[config.mk]
export PLATFORM = sky130hd
export DESIGN_NAME = acpi_rail_seq
export DESIGN_NICKNAME = d
export VERILOG_FILES = /design/src/rtl/acpi_seq_pkg.sv /design/src/rtl/acpi_sync.sv /design/src/rtl/acpi_pin_filter.sv /design/src/rtl/acpi_interval_timer.sv /design/src/rtl/acpi_rail_seq.sv
export SDC_FILE = /design/constraint.sdc
export NUM_CORES = 1
export LEC_CHECK = 0
export ABC_AREA = 1
export BUFFER_PORTS_ARGS = -buffer_cell sky130_fd_sc_hd__buf_2
export CAP_MARGIN = 20
export CORE_MARGIN = 2
export CORE_UTILIZATION = 56
export CTS_CLUSTER_DIAMETER = 150
export CTS_CLUSTER_SIZE = 20
export DETAILED_ROUTE_END_ITERATION = 7
export PLACE_DENSITY_LB_ADDON = 0.3
export REMOVE_ABC_BUFFERS = 1
export SLEW_MARGIN = 20
export SYNTH_ARGS = -nofsm -noshare
export SYNTH_HDL_FRONTEND = slang
export SYNTH_SLANG_ARGS = --single-unit
export TNS_END_PERCENT = 50
[constraint.sdc]
create_clock -name clk -period 1.3 [get_ports clk]
set_input_delay 0.13 -clock clk [delete_from_list [all_inputs] [get_ports clk]]
set_output_delay 0.13 -clock clk [all_outputs]
set_load 0.01 [all_outputs]
[src/rtl/acpi_seq_pkg.sv]
package acpi_seq_pkg;

  typedef enum logic [1:0] {
    REQ_SOFTOFF = 2'd0,
    REQ_SUSPEND = 2'd1,
    REQ_ACTIVE  = 2'd2
  } req_e;

  typedef enum logic [2:0] {
    ST_NOPWR     = 3'd0,
    ST_SOFTOFF   = 3'd1,
    ST_SUSPEND   = 3'd2,
    ST_WAKE_WAIT = 3'd3,
    ST_ACTIVE    = 3'd4,
    ST_SUSP_PEND = 3'd5
  } state_e;

  typedef struct packed {
    logic main_release;
    logic ldo_active;
    logic sb5_on;
  } rail_ctl_t;

  // Pin pattern to requested state; soft-off request dominates.
  function automatic req_e decode_pins(input logic off_n, input logic ram_n);
    if (!off_n)      return REQ_SOFTOFF;
    else if (!ram_n) return REQ_SUSPEND;
    else             return REQ_ACTIVE;
  endfunction

  // Output drive for each state.
  function automatic rail_ctl_t outputs_for(input state_e st, input logic keep_on,
                                            input logic from_susp);
    rail_ctl_t c;
    c = '0;
    case (st)
      ST_SOFTOFF:   begin c.ldo_active = 1'b1; c.sb5_on = keep_on; end
      ST_SUSPEND:   begin c.ldo_active = 1'b1; c.sb5_on = 1'b1; end
      ST_WAKE_WAIT: begin c.ldo_active = 1'b1; c.sb5_on = keep_on | from_susp; end
      ST_ACTIVE,
      ST_SUSP_PEND: c.main_release = 1'b1;
      default:      c = '0;
    endcase
    return c;
  endfunction

  // Total wake wait in cycles.
  function automatic longint wake_cycles(input longint interval, input longint reps);
    return interval * reps;
  endfunction

endpackage

[src/rtl/acpi_sync.sv]
module acpi_sync #(
  parameter int W      = 3,
  parameter int STAGES = 2
) (
  input  logic         clk,
  input  logic         rst_n,
  input  logic [W-1:0] d,
  output logic [W-1:0] q
);
  logic [STAGES-1:0][W-1:0] stage_q;

  always_ff @(posedge clk or negedge rst_n) begin
    if (!rst_n) begin
      stage_q <= '0;
    end else begin
      stage_q[0] <= d;
      for (int s = 1; s < STAGES; s++) stage_q[s] <= stage_q[s-1];
    end
  end

  assign q = stage_q[STAGES-1];
endmodule

[src/rtl/acpi_pin_filter.sv]
module acpi_pin_filter #(
  parameter int W           = 2,
  parameter int FILT_CYCLES = 8
) (
  input  logic         clk,
  input  logic         rst_n,
  input  logic         clr,
  input  logic [W-1:0] d,
  output logic [W-1:0] q
);
  localparam int CNT_W = $clog2(FILT_CYCLES + 1);
  localparam logic [CNT_W-1:0] LAST = CNT_W'(FILT_CYCLES - 1);

  logic [W-1:0]     cand;
  logic [CNT_W-1:0] cnt;
  logic             same;
  logic             hit;

  assign same = (d == cand);
  assign hit  = same && (cnt == LAST);

  always_ff @(posedge clk or negedge rst_n) begin
    if (!rst_n) begin
      cand <= '0;
      cnt  <= '0;
      q    <= '0;
    end else if (clr) begin
      cand <= '0;
      cnt  <= '0;
      q    <= '0;
    end else if (!same) begin
      cand <= d;
      cnt  <= '0;
    end else if (hit) begin
      q <= cand;
    end else begin
      cnt <= cnt + 1'b1;
    end
  end
endmodule

[src/rtl/acpi_interval_timer.sv]
module acpi_interval_timer #(
  parameter int LEN  = 20,
  parameter int REPS = 3
) (
  input  logic clk,
  input  logic rst_n,
  input  logic clr,
  input  logic run,
  output logic done
);
  localparam int CYC_W = $clog2(LEN + 1);
  localparam int REP_W = $clog2(REPS + 1);
  localparam logic [CYC_W-1:0] LAST_CYC = CYC_W'(LEN - 1);
  localparam logic [REP_W-1:0] REP_END  = REP_W'(REPS);

  logic [CYC_W-1:0] cyc;
  logic [REP_W-1:0] rep;

  assign done = (rep == REP_END);

  always_ff @(posedge clk or negedge rst_n) begin
    if (!rst_n) begin
      cyc <= '0;
      rep <= '0;
    end else if (clr) begin
      cyc <= '0;
      rep <= '0;
    end else if (run && !done) begin
      if (cyc == LAST_CYC) begin
        cyc <= '0;
        rep <= rep + 1'b1;
      end else begin
        cyc <= cyc + 1'b1;
      end
    end
  end
endmodule

[src/rtl/acpi_rail_seq.sv]
module acpi_rail_seq
  import acpi_seq_pkg::*;
#(
  parameter int FILT_CYCLES     = 250,
  parameter int SUSP_DLY_CYCLES = 15000,
  parameter int SS_CYCLES       = 2050000,
  parameter int SS_REPS         = 3,
  parameter int SYNC_STAGES     = 2,
  parameter bit KEEP_5V_SOFTOFF = 1'b0
) (
  input  logic clk,
  input  logic rst_n,
  input  logic sb_por_ok,
  input  logic rail12_ok,
  input  logic slp_ram_n,
  input  logic slp_off_n,
  output logic sb5_sw_on,
  output logic main_sw_release,
  output logic ldo_active
);
  localparam int SYNC_W = 3;

  logic [SYNC_W-1:0] sync_q;
  logic              rail12_s;
  logic [1:0]        pin_sync;
  logic [1:0]        pin_filt;
  req_e              req;
  state_e            state, nxt;
  logic              from_susp;
  logic              wake_done, susp_done;
  logic              wake_run, wake_clr, susp_run, susp_clr;
  rail_ctl_t         ctl;

  acpi_sync #(.W(SYNC_W), .STAGES(SYNC_STAGES)) u_sync (
    .clk(clk), .rst_n(rst_n),
    .d({rail12_ok, slp_off_n, slp_ram_n}),
    .q(sync_q)
  );

  assign rail12_s = sync_q[2];
  assign pin_sync = sync_q[1:0];

  acpi_pin_filter #(.W(2), .FILT_CYCLES(FILT_CYCLES)) u_filt (
    .clk(clk), .rst_n(rst_n), .clr(!sb_por_ok),
    .d(pin_sync), .q(pin_filt)
  );

  assign req = decode_pins(pin_filt[1], pin_filt[0]);

  assign wake_run = (state == ST_WAKE_WAIT) && rail12_s;
  assign wake_clr = !sb_por_ok || (state != ST_WAKE_WAIT) || !rail12_s;

  acpi_interval_timer #(.LEN(SS_CYCLES), .REPS(SS_REPS)) u_wake_tmr (
    .clk(clk), .rst_n(rst_n), .clr(wake_clr), .run(wake_run), .done(wake_done)
  );

  assign susp_run = (state == ST_SUSP_PEND);
  assign susp_clr = !sb_por_ok || (state != ST_SUSP_PEND);

  acpi_interval_timer #(.LEN(SUSP_DLY_CYCLES), .REPS(1)) u_susp_tmr (
    .clk(clk), .rst_n(rst_n), .clr(susp_clr), .run(susp_run), .done(susp_done)
  );

  always_comb begin
    nxt = state;
    case (state)
      ST_NOPWR:     nxt = ST_SOFTOFF;
      ST_SOFTOFF:   if (req == REQ_ACTIVE) nxt = ST_WAKE_WAIT;
      ST_SUSPEND: begin
        if (req == REQ_ACTIVE)       nxt = ST_WAKE_WAIT;
        else if (req == REQ_SOFTOFF) nxt = ST_SOFTOFF;
      end
      ST_WAKE_WAIT: begin
        if (req == REQ_SOFTOFF)              nxt = ST_SOFTOFF;
        else if (req == REQ_SUSPEND)         nxt = from_susp ? ST_SUSPEND : ST_SOFTOFF;
        else if (wake_done && rail12_s)      nxt = ST_ACTIVE;
      end
      ST_ACTIVE: begin
        if (req == REQ_SOFTOFF)      nxt = ST_SOFTOFF;
        else if (req == REQ_SUSPEND) nxt = ST_SUSP_PEND;
      end
      ST_SUSP_PEND: begin
        if (req == REQ_SOFTOFF)     nxt = ST_SOFTOFF;
        else if (req == REQ_ACTIVE) nxt = ST_ACTIVE;
        else if (susp_done)         nxt = ST_SUSPEND;
      end
      default: nxt = ST_NOPWR;
    endcase
  end

  always_ff @(posedge clk or negedge rst_n) begin
    if (!rst_n) begin
      state     <= ST_NOPWR;
      from_susp <= 1'b0;
    end else if (!sb_por_ok) begin
      state     <= ST_NOPWR;
      from_susp <= 1'b0;
    end else begin
      state <= nxt;
      if (nxt == ST_SUSPEND)                            from_susp <= 1'b1;
      else if (nxt == ST_SOFTOFF || nxt == ST_NOPWR)    from_susp <= 1'b0;
    end
  end

  assign ctl             = outputs_for(state, KEEP_5V_SOFTOFF, from_susp);
  assign main_sw_release = ctl.main_release;
  assign ldo_active      = ctl.ldo_active;
  assign sb5_sw_on       = ctl.sb5_on;
endmodule

# Word-level counts from Yosys, hierarchy flattened
# Index checks and enable logic that the tools add are counted.
[word_totals]
regBits = 60
[classes]
n_eq_ne = 21
n_reduce_logical = 24
add_sub_neg = 5
muxes = 41
[ops]
columns = ["op", "count"]
rows = [
  ["two-way mux 21 bit", 3],
  ["two-way mux 14 bit", 3],
  ["two-way mux 3 bit", 12],
  ["two-way mux 8 bit", 3],
  ["two-way mux 2 bit", 11],
  ["adder 21 x 1 -> 21 bit (second input constant)", 1],
  ["== test 21 bit (second input constant)", 1],
  ["one-hot mux 3 bit (6 select lines)", 1],
  ["adder 14 x 1 -> 14 bit (second input constant)", 1],
  ["== test 14 bit (second input constant)", 1],
  ["== test 3 x 2 -> 1 bit (second input constant)", 3],
  ["adder 8 x 1 -> 8 bit (second input constant)", 1],
  ["== test 8 bit (second input constant)", 1],
  ["nonzero test 2 bit", 4],
  ["two-way mux 1 bit", 7],
  ["== test 3 x 1 -> 1 bit (second input constant)", 2],
  ["== test 3 bit (second input constant)", 2],
  ["zero test 3 bit", 2],
  ["inequality test 3 bit (second input constant)", 2],
  ["one-hot mux 2 bit (3 select lines)", 1],
  ["AND reduction 2 bit", 3],
  ["logical AND 1 bit", 5],
  ["== test 2 bit (second input constant)", 2],
  ["zero test 1 bit", 4],
  ["other kinds (11)", 15],
]

# Logic depth before layout (Yosys ltp)
# Gate-level depths: netlist (run 1).
[logic_depth]
depth_word = 11
mapped_depth = 12
ltp_nobuf = 12

# Hierarchy
# A second synthesis (run 1) with hierarchy kept.
[hier_totals]
cells_unflattened = 486
hier_area_um2 = 3562.2
[modules_own_cells]
columns = ["mod", "area_each_um2", "cells_per_inst", "instances"]
rows = [
  ["acpi_interval_timer (u_wake_tmr)", 1406.3, 192, 1],
  ["acpi_interval_timer (u_susp_tmr)", 920.9, 136, 1],
  ["acpi_pin_filter", 670.6, 87, 1],
  ["acpi_rail_seq", 391.6, 62, 1],
  ["acpi_sync", 172.7, 9, 1],
]

# Worst setup path before layout (run 1)
# No wires, ideal clock.
[synth_timing]
kind = "flip-flop to flip-flop"
start = "register u_wake_tmr.cyc[0]"
end = "register u_wake_tmr.cyc[18]"
slack_ps = -178
n_path_buf = 0
arrival_time_ps = 1361
setup_ps = 117
stages_incl_launch_ff = 9
period_less_slack_ps = 1478
path_cell_list = "dfrtp_1 > ha_1 > nand3_1 > nor2_1 > nand2_1 > nor2_1 > nand3_1 > nor2_1 > nor2_1"
[synth_between]
elab_chain_len = 4
[synth_rtl]
columns = ["element", "line", "source"]
rows = [
  ["start: declaration", "acpi_interval_timer.sv:16", "logic [CYC_W-1:0] cyc;"],
  ["start signal: assignment", "acpi_interval_timer.sv:33", "cyc <= cyc + 1'b1;"],
  ["adder 21 x 1 -> 21 bit or == test 21 bit (tied branches)", "acpi_interval_timer.sv:33, acpi_interval_timer.sv:29", ""],
  ["two-way mux 21 bit (*)", "acpi_interval_timer.sv:29", "if (cyc == LAST_CYC) begin"],
  ["two-way mux 21 bit (*)", "acpi_interval_timer.sv:28", "end else if (run && !done) begin"],
  ["two-way mux 21 bit (*)", "acpi_interval_timer.sv:25", "end else if (clr) begin"],
]
# Mark *: on every way between the ends. The rest lies on a longest branch, timed or not. The select of a mux whose other input is x is not followed.
# A chain may end at the register's enable or synchronous reset.

# Worst setup path after layout (run 1)
[layout_timing]
start = "register u_wake_tmr.cyc[0]"
end = "register u_wake_tmr.cyc[6]"
# The elaborated chain is that of the path after synthesis.

==> results of run 1 <==
-- per-stage QoR --
stage	worst slack (ns)	instances	util, %
after floorplan	-0.4445	458	-
after global placement	-0.2566	626	70.57
after detailed placement	-0.3270	626	70.57
after CTS	-0.2268	657	80.20
after global routing	-0.5901	669	86.98
final	-0.4800	669	86.98
-- state kept, by name, summed over array words and instances, names as in the netlist --
| register | flops |
|---|---|
| u_wake_tmr.cyc | 21 |
| u_susp_tmr.cyc | 14 |
| u_filt.cnt | 8 |
| state | 3 |
| u_sync.q | 3 |
| u_sync.stage_q | 3 |
| u_filt.cand | 2 |
| u_filt.q | 2 |
| u_wake_tmr.rep | 2 |
| from_susp | 1 |
| u_susp_tmr.done | 1 |
-- worst max-delay path, delay by kind of cell (launching register included) --
kind / cells / cell delay (ns)
flops: 1 / 0.43
fa+ha+maj: 1 / 0.18
simple gates: 7 / 0.89
buf+inv: 1 / 0.15
-- cell usage in the layout, fill, tap and decap left out, types with 10 or more instances in the layout --
cell and count:
nor2_2 11, nand2_1 105, nand2_2 17, nor2_1 54
clkbuf_8 11, buf_4 85, o21ai_1 12, nand3_2 13
nand3_1 23, nor2_4 10, inv_1 49, dfrtp_1 55
inv_2 11, buf_6 22
-- metal layers --
metal  share of wire, %  vias up  track usage [%]  wire, um
met5               0.23        -                0        30
met4                6.6        2            13.05       856
met3                9.5      101            9.121      1245
met2                 49      296            53.69      6339
met1                 35     1906            34.92      4569
li1                   -     1727                -         -
-- what timing repair did --
action / CTS / global route
setup endpoints to repair: 50 / 55
buffers inserted: 11 / 14
gates resized for setup: 87 / 82
hold endpoints to repair: 63 / 0
pin swaps: 33 / 37
gates cloned: 1 / 0
hold buffers: 4 / 0
-- worst max-delay path by stage --
stage	to	slack [ns]	depth (start not counted)
4_1_cts	u_wake_tmr.cyc[16]	-0.23	10
3_5_place_dp	u_wake_tmr.rep[1]	-0.33	8
5_1_grt	u_wake_tmr.cyc[3]	-0.59	8
3_3_place_gp	u_wake_tmr.cyc[14]	-0.26	9
2_1_floorplan	u_wake_tmr.cyc[18]	-0.44	8
6_report	u_wake_tmr.cyc[6]	-0.48	9
-- cells by family (layout without fill, tap and decap cells) --
group | count (synthesis) | in the layout
buffers and inverters | 67 | 196
xor gates and xnor gates | 10 | 10
and+or+nand+nor | 278 | 279
AOI/OAI and AO/OA | 44 | 44
DFF | 60 | 60
adders and majority gates | 5 | 5
-- power breakdown --
group,internal (mW),switching (mW),total (mW)
Combinational,0.0712,0.104,0.175
Sequential,1.88,0.0172,1.90
Clock,0.780,0.793,1.57
Total,2.74,0.914,3.65
-- cell type report --
class                   instances  area (um2)
repair buffers                120        1016
fillers                       251       762.0
clock inverters                 2       10.01
multi-input cells             338        2071
clock buffers                  13       158.9
well taps                      75       93.84
flip-flops and latches         60        1508
inverters                      61       231.5
==> results.py, run 1 <==
metrics = {
    "synth": {
        "synth_enable_flop_cells": 0,
        "avgSynthCellArea_um2": 7.235,
        "synth.distinct_cells": 32,
        "synth_fa_ha_area_share_pct": 1.864,
        "async_reset_ff_share_pct": 100.0,
        "yosys_warnings": 0,
        "synth_simple_gate_area_share_pct": 35.97,
        "synth_most_common_cell": "nand2_1",
        "synthCells": 464,
        "synth_top_family_by_area": "simple AND/OR/NAND/NOR gates",
        "synth-seq-area-share_pct": 44.73,
        "yosys-top-cells-area": "dfrtp_1, nand2_1, nor2_1",
        "muxShareOfSynthArea_pct": 0,
        "synth_top_cell_by_area": "dfrtp_1",
        "synth_area_um2": 3357,
        "synth-compound-area-share_pct": 6.895,
        "synth-xor-area-share_pct": 2.609,
        "synth_top_area_share_pct": 44.73,
        "ys_seq_elements": 60,
        "synth_flop_cell": "dfrtp_1",
        "synth_common_cells": "nand2_1, nor2_1, dfrtp_1, inv_1, nand3_1",
    },
    "clock_network": {
        "numCtsBuffers": 9,
        "cts_sinks": 60,
        "cts_tree": "yes",
        "clk_latency_ns": 0.37,
        "root_buffer": "clkbuf_8",
        "cts.path.max_buffers": 2,
        "clk_pin_slew_ns": 0.07,
        "cts-htree-levels": 3,
    },
    "worst_setup_path": {
        "crit_required_ns": 1.54,
        "cp-start-kind": "flop",
        "rr_worst_depth": 9,
        "critPathKind": "flop to flop",
        "slowest_delay_ns": 0.43,
        "r2r_start": "u_wake_tmr.cyc[0]",
        "reg2reg_slack_ns": -0.48,
        "endpoint_kind": "flop",
        "critPathMaxFanout": 8,
        "path_cells": "ha_4 -> nand3_4 -> nor2_4 -> nand4_1 -> nand2_2 -> nand2_4 -> buf_6 -> nand2_2 -> nor2_1",
        "r2r_end": "u_wake_tmr.cyc[6]",
        "cpMostUsedCell": "nand2_2",
        "cp_slowest_cell": "dfrtp_1",
        "arrival_ns": 2.02,
        "startpoint": "u_wake_tmr.cyc[0]",
    },
    "floorplanning": {
        "initial_core_util_pct": 57.38,
        "rows": 28,
        "die_x_um": 81.43,
        "core_um2": 5851,
        "die_h_um": 81.43,
        "die_area_um2": 6630,
        "io_pins": 9,
    },
    "final_layout": {
        "final_area_um2": 5089,
        "num-nets-final": 601,
        "drive_gt1_share_pct": 40.57,
        "antenna_cells": 0,
        "syn2layout_area_growth_pct": 51.58,
    },
    "global_route": {
        "grt_start_max_net_pins": 61,
        "overflow": 0,
        "track_usage_pct": 30.76,
        "antenna_found_initial": 0,
        "grt_pass1_vias": 3463,
        "grt_pass1_wl_um": 15500,
    },
    "placement": {
        "hpwl_um": 5833,
        "port_buffers": 8,
        "routabilityCongestion": 0.9165,
        "place_area_um2": 4129,
    },
    "status": {
        "run_status": "finished with violations",
        "violations": "setup timing",
    },
    "flow_run": {
        "cap_viol_max_count": 0,
    },
    "hold_path": {
        "hold_end": "u_filt.cand[1]",
        "min-delay-start": "sb_por_ok",
        "hold_class": "input port to flop",
        "holdPathStages": 4,
    },
    "detailed_routing": {
        "initialDrtViolationCount": 473,
        "drt_pass1_iterations": 6,
        "post_drt_wl_per_cell_um": 19.49,
        "via_count": 4032,
        "drcViolationCount": 0,
        "ant_nets": 0,
        "routed_wl_um": 13040,
        "via_per_inst": 6.027,
    },
    "timing": {
        "holdWs_ns": 0.2203,
        "setup_violations": 51,
        "tightest_slew_ns": 0.3246,
        "fin_ws_ns": -0.4800,
        "hold_viol": 0,
        "fin_skew_ns": 0.01263,
        "grt_setup_unrepaired": "true",
        "finalMaxSlewViolations": 0,
        "fin_crit_ns": 1.780,
        "max_freq_ghz": 0.5618,
        "relSlewSlack_pct": 78.36,
        "fin_crit_sh_pct": 136.9,
        "tns_ns": -12.48,
    },
    "power": {
        "cellPowerDensity_nw_per_um2": 717.2,
        "leakage_nw": 2.369,
        "peakVddDrop_uv": 692.8,
        "p_total_mw": 3.649,
    },
}
Note: power is estimated with default switching activity, not from simulation.
==> run 2, diff against run 1 <==
CORE_UTILIZATION = 62   (was 56)
SLEW_MARGIN = 40   (was 20)
clock period = 2 ns   (was 1.3 ns; I/O delays follow)
==> run 2 against run 1 <==
Global-route usage fell by 6.3 points. Sequential share of layout area is 11 points higher. Clock power is 42% lower. The flow now finishes without violations. Critical path depth rose by 1. Sequential power decreased by 35%. Wire length shrank 49%. Worst hold slack worse by 0.040 ns. Critical path type unchanged. Maximum frequency is 1.1% lower. Design area down 27%.
==> results.py, run 2 (synthesis gave the netlist of run 1 again) <==
metrics = {
    "status": {
        "run_status": "complete, no violations",
    },
    "timing": {
        "relSlewSlack_pct": 56.49,
        "max_freq_ghz": 0.5557,
        "fin_crit_ns": 1.799,
        "grt_setup_unrepaired": "false",
        "tightest_slew_ns": 0.6526,
        "setup_violations": 0,
        "fin_crit_sh_pct": 89.97,
        "fin_skew_ns": 0.007074,
        "hold_viol": 0,
        "finalMaxSlewViolations": 0,
        "tns_ns": 0,
    },
    "floorplanning": {
        "rows": 26,
        "initial_core_util_pct": 64.90,
        "die_x_um": 77.59,
        "die_area_um2": 6019,
        "core_um2": 5172,
        "io_pins": 9,
        "die_h_um": 77.59,
    },
    "worst_setup_path": {
        "endpoint_kind": "flop",
        "reg2reg_slack_ns": 0.20,
        "crit_required_ns": 2.26,
        "critPathKind": "flop to flop",
        "cp-start-kind": "flop",
        "critPathMaxFanout": 19,
        "arrival_ns": 2.06,
    },
    "detailed_routing": {
        "post_drt_wl_per_cell_um": 12.03,
        "ant_nets": 0,
        "routed_wl_um": 6715,
        "drt_pass1_iterations": 5,
        "initialDrtViolationCount": 175,
        "via_per_inst": 5.263,
        "via_count": 2937,
        "drcViolationCount": 0,
    },
    "final_layout": {
        "num-nets-final": 496,
        "nFillCells": 417,
        "antenna_cells": 0,
        "final_cell_mix": "nand2_1, nor2_1, dfrtp_1, inv_1, nand3_1",
        "drive_gt1_share_pct": 7.582,
        "final-instance-count-excl-fill": 558,
        "top_register": "u_wake_tmr.cyc",
        "syn2layout_area_growth_pct": 9.952,
        "largest_reg_flops": 21,
        "final_common_cell": "nand2_1",
        "top_regs": "u_wake_tmr.cyc: 21 flops, u_susp_tmr.cyc: 14 flops, u_filt.cnt: 8 flops",
    },
    "clock_network": {
        "numCtsBuffers": 9,
        "cts_setup_buffers": 0,
        "clk_latency_ns": 0.33,
        "cts.path.max_buffers": 2,
        "root_buffer": "clkbuf_8",
        "clk_pin_slew_ns": 0.06,
        "cts_sinks": 60,
        "cts-htree-levels": 3,
        "cts_tree": "yes",
    },
    "power": {
        "cellPowerDensity_nw_per_um2": 598.2,
        "leakage_nw": 1.735,
        "p_total_mw": 2.208,
        "peakVddDrop_uv": 451.8,
    },
    "placement": {
        "port_buffers": 8,
        "dp.cells": 540,
        "hpwl_um": 4892,
        "routabilityCongestion": 0.9129,
    },
    "global_route": {
        "grt_pass1_vias": 2702,
        "overflow": 0,
        "antenna_found_initial": 0,
        "track_usage_pct": 24.44,
        "grt_pass1_wl_um": 11570,
        "grt_start_max_net_pins": 35,
    },
    "hold_path": {
        "hold_class": "input port to flop",
    },
    "flow_run": {
        "cap_viol_max_count": 0,
    },
}
run 2: cell count changes in the layout (fill, tap and decap cells not counted), sizes merged:
cell and change:
buf -104, clkbuf -2, clkinv +1, nand2 -1
run 2: timing repair:
action,in CTS,in global routing
endpoints found under the hold margin,29,0
endpoints found under the setup margin,0,1
resized for setup,0,1
hold buffers,4,0
run 2: cell type report:
cell class                 instances  area, um2  area share [%]
tap                               70      87.58           2.373
inverter                          61      229.0           6.203
sequential                        60       1501           40.68
clock inverter                     3      15.01          0.4068
timing repair buffer              16      122.6           3.322
multi-input combinational        337       1594           43.19
clock buffer                      11      141.4           3.831
run 2: final timing paths:
kind | endpoint | cells after the start | from
setup / recovery | u_wake_tmr.cyc[20] | 10 | u_wake_tmr.rep[0]
hold / removal | u_filt.cand[1] | 3 | sb_por_ok
setup reg to reg | u_wake_tmr.cyc[20] | 10 | u_wake_tmr.rep[0]
hold reg to reg | u_sync.q[2] | 0 | u_sync.stage_q[2]
max in group asynchronous | u_susp_tmr.cyc[3] | 3 | rst_n
min in group asynchronous | u_filt.cnt[3] | 2 | rst_n
run 2: through the flow:
stage	util, %	setup slack (ns)	hold slack (ns)	instance area, um2
after floorplan	-	0.2555	-0.09559	3319
after global placement	67.46	0.2750	0.2514	3490
after detailed placement	67.46	0.1916	0.2591	3490
after CTS	71.26	0.1760	0.1663	3686
after global routing	71.36	0.02972	0.1747	3691
final	71.36	0.2006	0.1804	3691
run 2: critical path, stage by stage, from the launching register on:
cell and delay, ns:
dfrtp_1 0.40, ha_1 0.20, nand2_1 0.13, inv_1 0.09
nand3_2 0.29, nand3_1 0.16, nor2_1 0.16, nand2_1 0.09
nand2_1 0.06, nand2_1 0.04, nor2_1 0.10
run 2: power by group:
part	internal [mW]	switching, mW
combinational	0.0237	0.0452
clock	0.463	0.442
sequential	1.22	0.00914
run 2: per-layer routing:
metal | wire [um] | vias up | global-route usage [%] | share of wire [%]
li1 | - | 1511 | - | -
met1 | 3154 | 1363 | 30.97 | 47
met2 | 3202 | 55 | 39.74 | 48
met3 | 272 | 8 | 7.674 | 4.1
met4 | 85 | 0 | 8.214 | 1.3
met5 | 0 | - | 0 | 0
